### src/rtl/dcd_pkg.sv
// Package: shared constants and the access-size encoding for the I/O decoder.
// Assumes five windows in fixed priority order and six downstream targets.
package dcd_pkg;
    localparam int NUM_WIN     = 5;
    localparam int NUM_TGT     = 6;
    localparam int WIN_P_CMD   = 0;
    localparam int WIN_P_CTL   = 1;
    localparam int WIN_S_CMD   = 2;
    localparam int WIN_S_CTL   = 3;
    localparam int WIN_BM      = 4;
    localparam int TGT_BM_LO   = 4;
    localparam int TGT_BM_HI   = 5;
    localparam int CFG_CMD_IDX = 5;
    localparam int IOEN_BIT    = 0;
    localparam int BMEN_BIT    = 2;
    localparam int SEL_OFFSET  = 6;
    localparam int SEL_BIT     = 4;

    typedef enum logic [1:0] {
        SZ_BYTE = 2'd0,
        SZ_HALF = 2'd1,
        SZ_WORD = 2'd2,
        SZ_BAD  = 2'd3
    } acc_size_e;
endpackage

### src/rtl/dcd_cfg_regs.sv
// Module: holds the five window bases and the two enables.
// Assumes a base write of zero must be ignored; the command register takes
// the I/O enable and bus-master enable from fixed data bits.
module dcd_cfg_regs
    import dcd_pkg::*;
#(
    parameter int AW = 16
) (
    input  logic                        clk,
    input  logic                        rst_n,
    input  logic                        cfg_wr,
    input  logic [2:0]                  cfg_idx,
    input  logic [AW-1:0]               cfg_wdata,
    output logic [NUM_WIN-1:0][AW-1:0]  base_q,
    output logic                        io_en,
    output logic                        bm_en
);

    genvar k;
    generate
        for (k = 0; k < NUM_WIN; k++) begin : g_base
            // Load one window base on a nonzero write to its index.
            always_ff @(posedge clk) begin
                if (!rst_n)
                    base_q[k] <= '0;
                else if (cfg_wr && (cfg_idx == 3'(k)) && (cfg_wdata != '0))
                    base_q[k] <= cfg_wdata;
            end

            AST_BASE_KEEP: assert property (@(posedge clk) disable iff (!rst_n)
                (cfg_wr && (cfg_idx == 3'(k)) && (cfg_wdata == '0)) |=> $stable(base_q[k]));
        end
    endgenerate

    // Capture the two enables from a command register write.
    always_ff @(posedge clk) begin
        if (!rst_n) begin
            io_en <= 1'b0;
            bm_en <= 1'b0;
        end else if (cfg_wr && (cfg_idx == 3'(CFG_CMD_IDX))) begin
            io_en <= cfg_wdata[IOEN_BIT];
            bm_en <= cfg_wdata[BMEN_BIT];
        end
    end

endmodule

### src/rtl/dcd_window_match.sv
// Module: compares the address against every window in parallel and picks
// the lowest-index hit. Assumes spans fit in AW bits; the compare is widened
// by one bit so a window near the top of the space does not wrap.
module dcd_window_match
    import dcd_pkg::*;
#(
    parameter int AW       = 16,
    parameter int CMD_SPAN = 8,
    parameter int CTL_SPAN = 4,
    parameter int BM_SPAN  = 16
) (
    input  logic [AW-1:0]               addr,
    input  logic [NUM_WIN-1:0][AW-1:0]  base_q,
    output logic                        win_hit,
    output logic [2:0]                  win_idx,
    output logic [AW-1:0]               win_off
);

    function automatic int span_of(input int k);
        if (k == WIN_BM)
            return BM_SPAN;
        else if ((k == WIN_P_CMD) || (k == WIN_S_CMD))
            return CMD_SPAN;
        else
            return CTL_SPAN;
    endfunction

    logic [NUM_WIN-1:0] hit_vec;

    genvar k;
    generate
        for (k = 0; k < NUM_WIN; k++) begin : g_cmp
            localparam logic [AW:0] SPAN_W = (AW+1)'(span_of(k));
            logic [AW:0] lo_w;
            logic [AW:0] hi_w;
            assign lo_w       = {1'b0, base_q[k]};
            assign hi_w       = lo_w + SPAN_W;
            assign hit_vec[k] = ({1'b0, addr} >= lo_w) && ({1'b0, addr} < hi_w);
        end
    endgenerate

    // Priority pick: the lowest window index that hits wins.
    always_comb begin
        win_idx = '0;
        for (int i = NUM_WIN - 1; i >= 0; i--) begin
            if (hit_vec[i])
                win_idx = 3'(i);
        end
    end

    assign win_hit = |hit_vec;

    // Offset of the address within the chosen window.
    always_comb begin
        win_off = '0;
        for (int i = 0; i < NUM_WIN; i++) begin
            if (win_idx == 3'(i))
                win_off = addr - base_q[i];
        end
    end

endmodule

### src/rtl/dcd_dev_select.sv
// Module: one device-select flag per channel, loaded from snooped writes.
// Assumes the top decides when a write is a select write; this block only
// stores the chosen bit.
module dcd_dev_select #(
    parameter int NUM_CH = 2
) (
    input  logic              clk,
    input  logic              rst_n,
    input  logic [NUM_CH-1:0] upd_en,
    input  logic              upd_val,
    output logic [NUM_CH-1:0] sel_q
);

    genvar c;
    generate
        for (c = 0; c < NUM_CH; c++) begin : g_ch
            // Store the selected device of one channel; master after reset.
            always_ff @(posedge clk) begin
                if (!rst_n)
                    sel_q[c] <= 1'b0;
                else if (upd_en[c])
                    sel_q[c] <= upd_val;
            end

            AST_SEL_HOLD: assert property (@(posedge clk) disable iff (!rst_n)
                !upd_en[c] |=> $stable(sel_q[c]));
        end
    endgenerate

endmodule

### src/rtl/dcd_io_decoder.sv
// Module: top of the I/O address decoder. Routes one host access per cycle
// to a one-hot target strobe with a local offset, snoops device-select
// writes and applies the enable, size and presence rules.
// Assumes the target returns read data combinationally on dev_rdata.
module dcd_io_decoder
    import dcd_pkg::*;
#(
    parameter int AW       = 16,
    parameter int CMD_SPAN = 8,
    parameter int CTL_SPAN = 4,
    parameter int BM_SPAN  = 16
) (
    input  logic          clk,
    input  logic          rst_n,
    input  logic          cfg_wr,
    input  logic [2:0]    cfg_idx,
    input  logic [AW-1:0] cfg_wdata,
    input  logic          req_valid,
    input  logic          req_write,
    input  logic [1:0]    req_size,
    input  logic [AW-1:0] req_addr,
    input  logic [31:0]   req_wdata,
    input  logic [3:0]    dev_present,
    input  logic [31:0]   dev_rdata,
    output logic [5:0]    tgt_stb,
    output logic [AW-1:0] tgt_off,
    output logic          tgt_dev,
    output logic [31:0]   rsp_rdata,
    output logic          rsp_err
);

    localparam int BM_HALF = BM_SPAN / 2;

    logic [NUM_WIN-1:0][AW-1:0] base_q;
    logic                       io_en;
    logic                       bm_en;
    logic                       win_hit;
    logic [2:0]                 win_idx;
    logic [AW-1:0]              win_off;
    logic [1:0]                 sel_q;
    logic [1:0]                 sel_upd;

    logic                       active;
    logic                       legal;
    logic                       chan_win;
    logic                       ch;
    logic                       cur_sel;
    logic                       present;

    dcd_cfg_regs #(.AW(AW)) u_cfg (
        .clk       (clk),
        .rst_n     (rst_n),
        .cfg_wr    (cfg_wr),
        .cfg_idx   (cfg_idx),
        .cfg_wdata (cfg_wdata),
        .base_q    (base_q),
        .io_en     (io_en),
        .bm_en     (bm_en)
    );

    dcd_window_match #(
        .AW       (AW),
        .CMD_SPAN (CMD_SPAN),
        .CTL_SPAN (CTL_SPAN),
        .BM_SPAN  (BM_SPAN)
    ) u_match (
        .addr    (req_addr),
        .base_q  (base_q),
        .win_hit (win_hit),
        .win_idx (win_idx),
        .win_off (win_off)
    );

    dcd_dev_select #(.NUM_CH(2)) u_sel (
        .clk     (clk),
        .rst_n   (rst_n),
        .upd_en  (sel_upd),
        .upd_val (req_wdata[SEL_BIT]),
        .sel_q   (sel_q)
    );

    // Classify the access: enabled, legal size, channel and device presence.
    always_comb begin
        active   = req_valid && io_en;
        legal    = (req_size != SZ_BAD);
        chan_win = win_hit && (win_idx != 3'(WIN_BM));
        ch       = (win_idx == 3'(WIN_S_CMD)) || (win_idx == 3'(WIN_S_CTL));
        cur_sel  = sel_q[ch];
        present  = dev_present[{ch, cur_sel}];
    end

    // Detect select writes at the select offset of either command window.
    always_comb begin
        sel_upd = '0;
        if (active && legal && req_write && win_hit && (win_off == AW'(SEL_OFFSET))) begin
            if (win_idx == 3'(WIN_P_CMD)) sel_upd[0] = 1'b1;
            if (win_idx == 3'(WIN_S_CMD)) sel_upd[1] = 1'b1;
        end
    end

    // Route the access to one target and form the host response.
    always_comb begin
        tgt_stb   = '0;
        tgt_off   = '0;
        tgt_dev   = 1'b0;
        rsp_rdata = '0;
        rsp_err   = 1'b0;
        if (active) begin
            if (!legal) begin
                rsp_err = 1'b1;
            end else if (!win_hit) begin
                rsp_err = 1'b1;
            end else if (chan_win) begin
                if (present) begin
                    tgt_stb[win_idx] = 1'b1;
                    tgt_off          = win_off;
                    tgt_dev          = cur_sel;
                    if (!req_write)
                        rsp_rdata = dev_rdata;
                end else begin
                    rsp_err = (req_size != SZ_BYTE);
                end
            end else if (!(req_write && !bm_en)) begin
                if (win_off < AW'(BM_HALF)) begin
                    tgt_stb[TGT_BM_LO] = 1'b1;
                    tgt_off            = win_off;
                end else begin
                    tgt_stb[TGT_BM_HI] = 1'b1;
                    tgt_off            = win_off - AW'(BM_HALF);
                end
                if (!req_write)
                    rsp_rdata = dev_rdata;
            end
        end
    end

    AST_ONE_TARGET: assert property (@(posedge clk) disable iff (!rst_n)
        $onehot0(tgt_stb));
    AST_IO_GATE: assert property (@(posedge clk) disable iff (!rst_n)
        !io_en |-> ((tgt_stb == '0) && !rsp_err && (rsp_rdata == '0)));
    AST_BM_WR_GATE: assert property (@(posedge clk) disable iff (!rst_n)
        (req_write && !bm_en) |-> (tgt_stb[TGT_BM_HI:TGT_BM_LO] == 2'b00));
    AST_ABSENT_QUIET: assert property (@(posedge clk) disable iff (!rst_n)
        (chan_win && !present) |-> ((tgt_stb == '0) && (rsp_rdata == '0)));
    AST_BAD_SIZE: assert property (@(posedge clk) disable iff (!rst_n)
        (req_size == SZ_BAD) |-> (tgt_stb == '0));

endmodule

### config.mk
export PLATFORM = sky130hd
export DESIGN_NAME = dcd_io_decoder
export DESIGN_NICKNAME = d
export VERILOG_FILES = /design/src/rtl/dcd_pkg.sv /design/src/rtl/dcd_cfg_regs.sv /design/src/rtl/dcd_window_match.sv /design/src/rtl/dcd_dev_select.sv /design/src/rtl/dcd_io_decoder.sv
export SDC_FILE = /design/constraint.sdc
export NUM_CORES = 1
export LEC_CHECK = 0
export ABC_AREA = 1
export ABC_CLOCK_PERIOD_IN_PS = 6000
export BUFFER_PORTS_ARGS = -buffer_cell sky130_fd_sc_hd__buf_2
export CORE_UTILIZATION = 52
export CTS_CLUSTER_DIAMETER = 80
export DETAILED_ROUTE_END_ITERATION = 12
export PLACE_DENSITY = 0.73
export RECOVER_POWER = 50
export SKIP_CTS_REPAIR_TIMING = 1
export SLEW_MARGIN = 15
export SYNTH_ARGS = -nofsm -noshare
export SYNTH_HDL_FRONTEND = slang
export SYNTH_SLANG_ARGS = --single-unit
### constraint.sdc
create_clock -name clk -period 6 [get_ports clk]
set_input_delay 1.2 -clock clk [delete_from_list [all_inputs] [get_ports clk]]
set_output_delay 1.2 -clock clk [all_outputs]
set_load 0.005 [all_outputs]
# Word level (Yosys, flattened, before mapping)
# Cells that the tools add are included.
[word_totals] mem_bits_rw=0 mem_count=0 regBits=84 latch_bits=0 out_inout_bits=56 rom_bits=0
[classes] n_addsub=11 muxes=52 n_eq_ne=12 order_cmp=15 multipliers=0 n_reduce_logical=31 shifts=0 n_div=0 bitwise=0
[ops] op="2-to-1 mux 32 bit" count=7
[ops] op="2-to-1 mux 16 bit" count=12
[ops] op="less-than comparator 16 x 17 -> 1 bit" count=5
[ops] op="greater-or-equal comparator 16 bit" count=5
[ops] op="subtractor 16 bit" count=5
[ops] op="adder 16 x 3 -> 17 bit, second input constant" count=2
[ops] op="adder 16 x 4 -> 17 bit, second input constant" count=2
[ops] op="logical AND 1 bit" count=24
[ops] op="2-to-1 mux 6 bit" count=4
[ops] op="2-to-1 mux 1 bit" count=18
[ops] op="adder 16 x 5 -> 17 bit, second input constant" count=1
[ops] op="equality test 16 x 3 -> 1 bit, second input constant" count=1
[ops] op="less-than comparator 16 x 4 -> 1 bit, second input constant" count=1
[ops] op="nonzero test 16 bit" count=1
[ops] op="subtractor 16 x 4 -> 16 bit, second input constant" count=1
[ops] op="2-to-1 mux 3 bit" count=5
[ops] op="equality test 3 x 2 -> 1 bit, second input constant" count=4
[ops] op="equality test 3 bit, second input constant" count=3
[ops] op="equality test 3 x 1 -> 1 bit, second input constant" count=2
[ops] op="logical NOT 3 bit" count=2
[ops] op="2-to-1 mux 2 bit" count=3
[ops] op="OR reduction 5 bit" count=1
[ops] op="less-than comparator 3 x 4 -> 1 bit, second input constant" count=1
[ops] op="2-to-1 mux 4 bit" count=1
[ops] op="10 further kinds" count=10

# Longest topological paths before layout
[depth] ltp_word=21 mapped_depth=34 ltp_nobuf=34

# By module
# A second synthesis with hierarchy kept.
[unflattened] hier_cells=1997 hier_area_um2=12318.1
[modules_own_cells] module="dcd_window_match" cells_per_inst=1250 area_per_inst_um2=7608.5 instances=1
[modules_own_cells] module="dcd_cfg_regs" cells_per_inst=491 area_per_inst_um2=3453.3 instances=1
[modules_own_cells] module="dcd_io_decoder" cells_per_inst=245 area_per_inst_um2=1177.4 instances=1
[modules_own_cells] module="dcd_dev_select" cells_per_inst=11 area_per_inst_um2=78.8 instances=1

# Worst setup path after synthesis
# OpenSTA, ideal clock, no wires.
[synth_timing] path_type="input to output" start="in req_addr[0]" end="out tgt_off[15]" path_stages=29 setup_slack_ps=611 arrival_time_ps=4189 t_required_ps=4800 path_buffers=1 cell_sequence="inv_1 -> ha_1 -> inv_1 -> fa_1 -> nand2_1 -> nand2_1 -> nand2_1 -> nand2_1 -> nand2_1 -> nand2_1 -> nand2_1 -> nand3_1 -> nand3_4 -> nand2_4 -> nor2_2 -> nand2_4 -> buf_6 -> nand4_1 -> nand2_1 -> nand2_1 -> nand2_2 -> nand2_2 -> ha_1 -> inv_1 -> nor2_1 -> nand4_1 -> nand2_1 -> nand3_1 -> a21oi_1"
[synth_between] elab_chain_cells=20
[synth_lines] item="from (decl)" line_no="dcd_io_decoder.sv:21" text="input logic [AW-1:0] req_addr,"
[synth_lines] item="less-than comparator 16 x 17 -> 1 bit / greater-or-equal comparator 16 bit (equally long branches)" line_no="dcd_window_match.sv:38" text="assign hit_vec[k] = ({1'b0, addr} >= lo_w) && ({1'b0, addr} < hi_w);"
[synth_lines] item="logical AND 1 bit" line_no="dcd_window_match.sv:38"
[synth_lines] item="2-to-1 mux 3 bit (5 in a row)" line_no="dcd_window_match.sv:46" text="if (hit_vec[i])"
[synth_lines] item="logical NOT 3 bit" line_no="dcd_window_match.sv:57" text="if (win_idx == 3'(i))"
[synth_lines] item="2-to-1 mux 16 bit (5 in a row)" line_no="dcd_window_match.sv:57"
[synth_lines] item="subtractor 16 x 4 -> 16 bit / less-than comparator 16 x 4 -> 1 bit (equally long branches)" line_no="dcd_io_decoder.sv:129, dcd_io_decoder.sv:124"
[synth_lines] item="2-to-1 mux 16 bit" line_no="dcd_io_decoder.sv:124" text="if (win_off < AW'(BM_HALF)) begin"
[synth_lines] item="2-to-1 mux 16 bit" line_no="dcd_io_decoder.sv:123" text="end else if (!(req_write && !bm_en)) begin"
[synth_lines] item="2-to-1 mux 16 bit" line_no="dcd_io_decoder.sv:113" text="end else if (chan_win) begin"
[synth_lines] item="2-to-1 mux 16 bit *" line_no="dcd_io_decoder.sv:111" text="end else if (!win_hit) begin"
[synth_lines] item="2-to-1 mux 16 bit *" line_no="dcd_io_decoder.sv:109" text="if (!legal) begin"
[synth_lines] item="2-to-1 mux 16 bit *" line_no="dcd_io_decoder.sv:108" text="if (active) begin"
[synth_lines] item="to (decl)" line_no="dcd_io_decoder.sv:26" text="output logic [AW-1:0] tgt_off,"
# Every way passes the cells marked *; elsewhere a longest branch is shown, timed or not. The select of a mux whose other input is x is not followed.

# Worst setup path after layout
[layout_timing] start="reg u_cfg.base_q[19] (netlist bit)" end="out rsp_rdata[19]"
[layout_between] elab_chain_cells=16
[layout_lines] item="from (decl)" line_no="dcd_cfg_regs.sv:14" text="output logic [NUM_WIN-1:0][AW-1:0] base_q,"
[layout_lines] item="from (signal, indexed assignment)" line_no="dcd_cfg_regs.sv:27" text="base_q[k] <= cfg_wdata;"
[layout_lines] item="adder 16 x 3 -> 17 bit" line_no="dcd_window_match.sv:37" text="assign hi_w = lo_w + SPAN_W;"
[layout_lines] item="less-than comparator 16 x 17 -> 1 bit" line_no="dcd_window_match.sv:38"
[layout_lines] item="logical AND 1 bit *" line_no="dcd_window_match.sv:38"
[layout_lines] item="2-to-1 mux 3 bit (2 in a row)" line_no="dcd_window_match.sv:46"
[layout_lines] item="equality test 3 x 2 -> 1 bit" line_no="dcd_io_decoder.sv:87" text="ch = (win_idx == 3'(WIN_S_CMD)) || (win_idx == 3'(WIN_S_CTL));"
[layout_lines] item="logical OR 1 bit" line_no="dcd_io_decoder.sv:87"
[layout_lines] item="2-to-1 mux 1 bit (not written as such) (2 in a row)" line_no="dcd_io_decoder.sv:88" text="cur_sel = sel_q[ch];"
[layout_lines] item="binary-select mux 1 bit (select 2 bit)" line_no="dcd_io_decoder.sv:89" text="present = dev_present[{ch, cur_sel}];"
[layout_lines] item="2-to-1 mux 1 bit (not written as such)" line_no="dcd_io_decoder.sv:89"
[layout_lines] item="2-to-1 mux 32 bit" line_no="dcd_io_decoder.sv:114" text="if (present) begin"
[layout_lines] item="2-to-1 mux 32 bit" line_no="dcd_io_decoder.sv:113"
[layout_lines] item="2-to-1 mux 32 bit *" line_no="dcd_io_decoder.sv:111"
[layout_lines] item="2-to-1 mux 32 bit *" line_no="dcd_io_decoder.sv:109"
[layout_lines] item="2-to-1 mux 32 bit *" line_no="dcd_io_decoder.sv:108"
[layout_lines] item="to (decl)" line_no="dcd_io_decoder.sv:28" text="output logic [31:0] rsp_rdata,"
# Marked as above.

==> metrics.md <==
| Metric | Value |
|---|---|
| Crit-path max FO | `8` |
| Post-synthesis area per instance | `6.33 um2` |
| Area leader, netlist | `ha_1` |
| Area contributors post-synth | `ha_1, dfxtp_1, nand2_1` |
| Final hold viol count | `0` |
| Inserted Diodes | `0` |
| GR Overflow Total | `0` |
| Initial DRC Count | `771` |
| WL/cell | `18.4 um` |
| Deepest clock path buffer count | `2` |
| Slew @ Worst Pin | `3.29 ns` |
| Peak Freq | `170 MHz` |
| Worst hold path type | `register to register` |
| Worst Path Required | `4.80 ns` |
| Clock Sinks | `84` |
| Register area share after synthesis | `14.4%` |
| Mapped Nets | `2109` |
| Die H | `152 um` |
| Non-filler cells in the finished layout | `2342` |
| Synthesis-to-finish area growth | `21.1%` |
| Residual DRC count | `0` |
| # IOs | `166` |
| Critical path class | `register to primary output` |
| Max incr delay on CP | `0.35 ns` |
| Dpl cells | `2300` |
| Post-layout util | `64.4%` |
| Final Cycle Share | `98.0%` |
| Slowest-stage cell, CP | `dfxtp_1` |
| Top FF cell, synth | `dfxtp_1` |
| Setup violators final | `0` |
| Antenna violations before repair | `1` |
| Max-cap violations | `1` |
| Initial core utilization | `53.2%` |
| Total core area | `21900 um2` |
| First drt pass iteration count | `7` |
| Vias in the first global route | `11990` |
| Synth cell types | `54` |
| Worst setup EP type | `primary output` |
| EDFF count, synth | `0` |
| Startpoint class of the critical path | `register` |
| CTS tree | `built` |
| CTS buffer count | `9` |
| Via count | `13218` |
| Netlist Area Pre-Place | `11600 um2` |
| Buffers on Ports | `134` |
| Gate Count Post-Synth | `1840` |
| GRT Util Overall | `36.5%` |
| Maximum vdd drop | `0.000162 V` |
| Width of the die | `152 um` |
| Status | `finished, violations left` |
| Detailed Route WL | `43.2 mm` |
| Flops & latches, synth | `84` |
| Clock Skews | `0.0133 ns` |
| First-pass GRT wire length | `62.7 mm` |
| Post-DRT Antenna Nets | `0` |
| Crit path DAT | `4.68 ns` |
| Final Max Tran Viols | `82` |
| Yosys warning count | `0` |
| Post-Place Setup Slack | `-0.107 ns` |
| Ys async rst share | `0%` |
| Worst-Skew Late Latency | `0.37 ns` |
| Top-area cell type share of the netlist area | `16.6%` |
| HPWL after DPL | `33.9 mm` |
| Largest net degree at the start of global routing | `82` |
| Gpl congestion | `0.993` |
| RSZ-0062 raised after global routing | `yes` |
| Share of layout cells above drive strength 1 | `22.2%` |
| CTS clk-pin slew, worst paths | `0.08 ns` |
| H-tree Lvls | `3` |
| Post-layout min period | `5.88 ns` |
| Nets | `2326` |
| Final worst slack | `0.119 ns` |
| Max-Slew Margin vs Limit | `-120%` |
| Drt via density | `5.64` |
| Leakage | `6.56 nW` |
| Die ar. | `23000 um2` |
| Failing checks | `capacitance limit, slew limit` |
| Num rows | `54` |
| PD cells | `182 nW/um2` |
| Root buf cell | `clkbuf_16` |
==> stage by stage <==
stage / cell area (um2) / setup TNS, ns / hold WS (ns) / power (mW)
finish: 14100 / 0 / 0.481 / 2.57
global route: 14100 / -5.04 / 0.501 / 2.73
CTS: 13400 / -2.93 / 0.480 / 2.42
detailed placement: 13100 / -0.374 / 0.468 / 1.85
global placement: 13100 / -0.0922 / 0.457 / 1.84
floorplan: 11600 / 0 / 0.433 / 1.41
==> Yosys cell counts (4+ instances only) <==
| cell type | instances |
|---|---|
| nand2_1 | 375 |
| nand3_2 | 8 |
| xor2_1 | 77 |
| inv_1 | 237 |
| xnor2_1 | 31 |
| buf_4 | 6 |
| nor2_4 | 8 |
| o31ai_1 | 4 |
| nor4_1 | 11 |
| or2_2 | 9 |
| a21oi_1 | 207 |
| fa_1 | 5 |
| nor3_1 | 35 |
| o21ai_1 | 4 |
| dfxtp_1 | 84 |
| nand2_4 | 4 |
| nand2_2 | 21 |
| clkbuf_1 | 28 |
| ha_1 | 154 |
| a31oi_1 | 10 |
| o21bai_1 | 5 |
| nand4_1 | 48 |
| nor2_2 | 12 |
| buf_6 | 7 |
| a21oi_2 | 4 |
| o21a_1 | 7 |
| inv_2 | 27 |
| nand3_1 | 115 |
| o21ai_0 | 119 |
| nor2_1 | 146 |
==> worst paths after layout <==
check | from | endpoint | slack [ns] | cells after the start
setup / recovery | u_cfg.base_q[19]$_SDFFE_PN0P_ | rsp_rdata[19] | 0.12 | 25
hold / removal | u_cfg.base_q[67]$_SDFFE_PN0P_ | u_cfg.base_q[67]$_SDFFE_PN0P_ | 0.48 | 2
setup reg to reg | u_cfg.base_q[51]$_SDFFE_PN0P_ | u_sel.sel_q[0]$_SDFFE_PN0P_ | 1.53 | 32
hold reg to reg | u_cfg.base_q[67]$_SDFFE_PN0P_ | u_cfg.base_q[67]$_SDFFE_PN0P_ | 0.48 | 2
==> placed cells by master (no fill, tap or decap), types with 35 or more instances in the layout <==
| cell type | netlist | layout |
|---|---|---|
| buf_2 | 0 | 134 |
| xor2_1 | 77 | 77 |
| buf_4 | 6 | 100 |
| o21ai_0 | 119 | 117 |
| nand2_1 | 375 | 359 |
| nand4_1 | 48 | 48 |
| ha_1 | 154 | 150 |
| inv_1 | 237 | 231 |
| a21oi_1 | 207 | 198 |
| nor2_1 | 146 | 129 |
| nand2_2 | 21 | 35 |
| dfxtp_1 | 84 | 77 |
| nand3_1 | 115 | 99 |
==> sequential cells by signal (all words and copies together) (netlist names) <==
register	cells
u_cfg.io_en	1
u_cfg.bm_en	1
u_cfg.base_q	80
u_sel.sel_q	2
==> worst max-delay path: cells and delay by family, from the launching register on <==
family                     cells  cell delay, ns
and+or+nand+nor               10            1.47
buffers and inverters          8            1.05
AOI/OAI and AO/OA              4            0.72
DFF                            1            0.35
adders and majority gates      2            0.50
xor gates and xnor gates       1            0.20
==> power breakdown <==
part	leakage [nW]	switching [mW]	total, mW	internal (mW)
clock	0.135	0.274	0.569	0.296
sequential	0.686	0.0172	0.594	0.577
combinational	5.74	0.858	1.41	0.548
==> layer usage <==
layer / global-route usage [%] / up-vias / wire length (um)
met2: 65.5 / 486 / 20900
li1: - / 6582 / -
met5: 0 / - / 10
met1: 39.7 / 6012 / 16500
met3: 6.29 / 136 / 2960
met4: 22.9 / 2 / 2760
==> kinds of logic (layout without fill, tap and decap cells) <==
group	after synthesis	count (layout)	share of synthesized area, %
DFF	84	84	14.4
AOI/OAI and AO/OA	377	377	17.5
adders and majority gates	159	159	17.4
xor gates and xnor gates	108	108	8.13
buffers and inverters	307	527	10.6
and+or+nand+nor	805	807	32.0
==> final cells by class <==
| class | count | area (um2) |
|---|---|---|
| flip-flops and latches | 84 | 1690 |
| clock inverters | 6 | 46.3 |
| multi-input cells | 1451 | 9160 |
| inverters | 266 | 1010 |
| well taps | 280 | 350 |
| repair buffers | 245 | 1600 |
| clock buffers | 10 | 239 |
| fillers | 2153 | 7790 |
(Power assumes the default switching activity.)
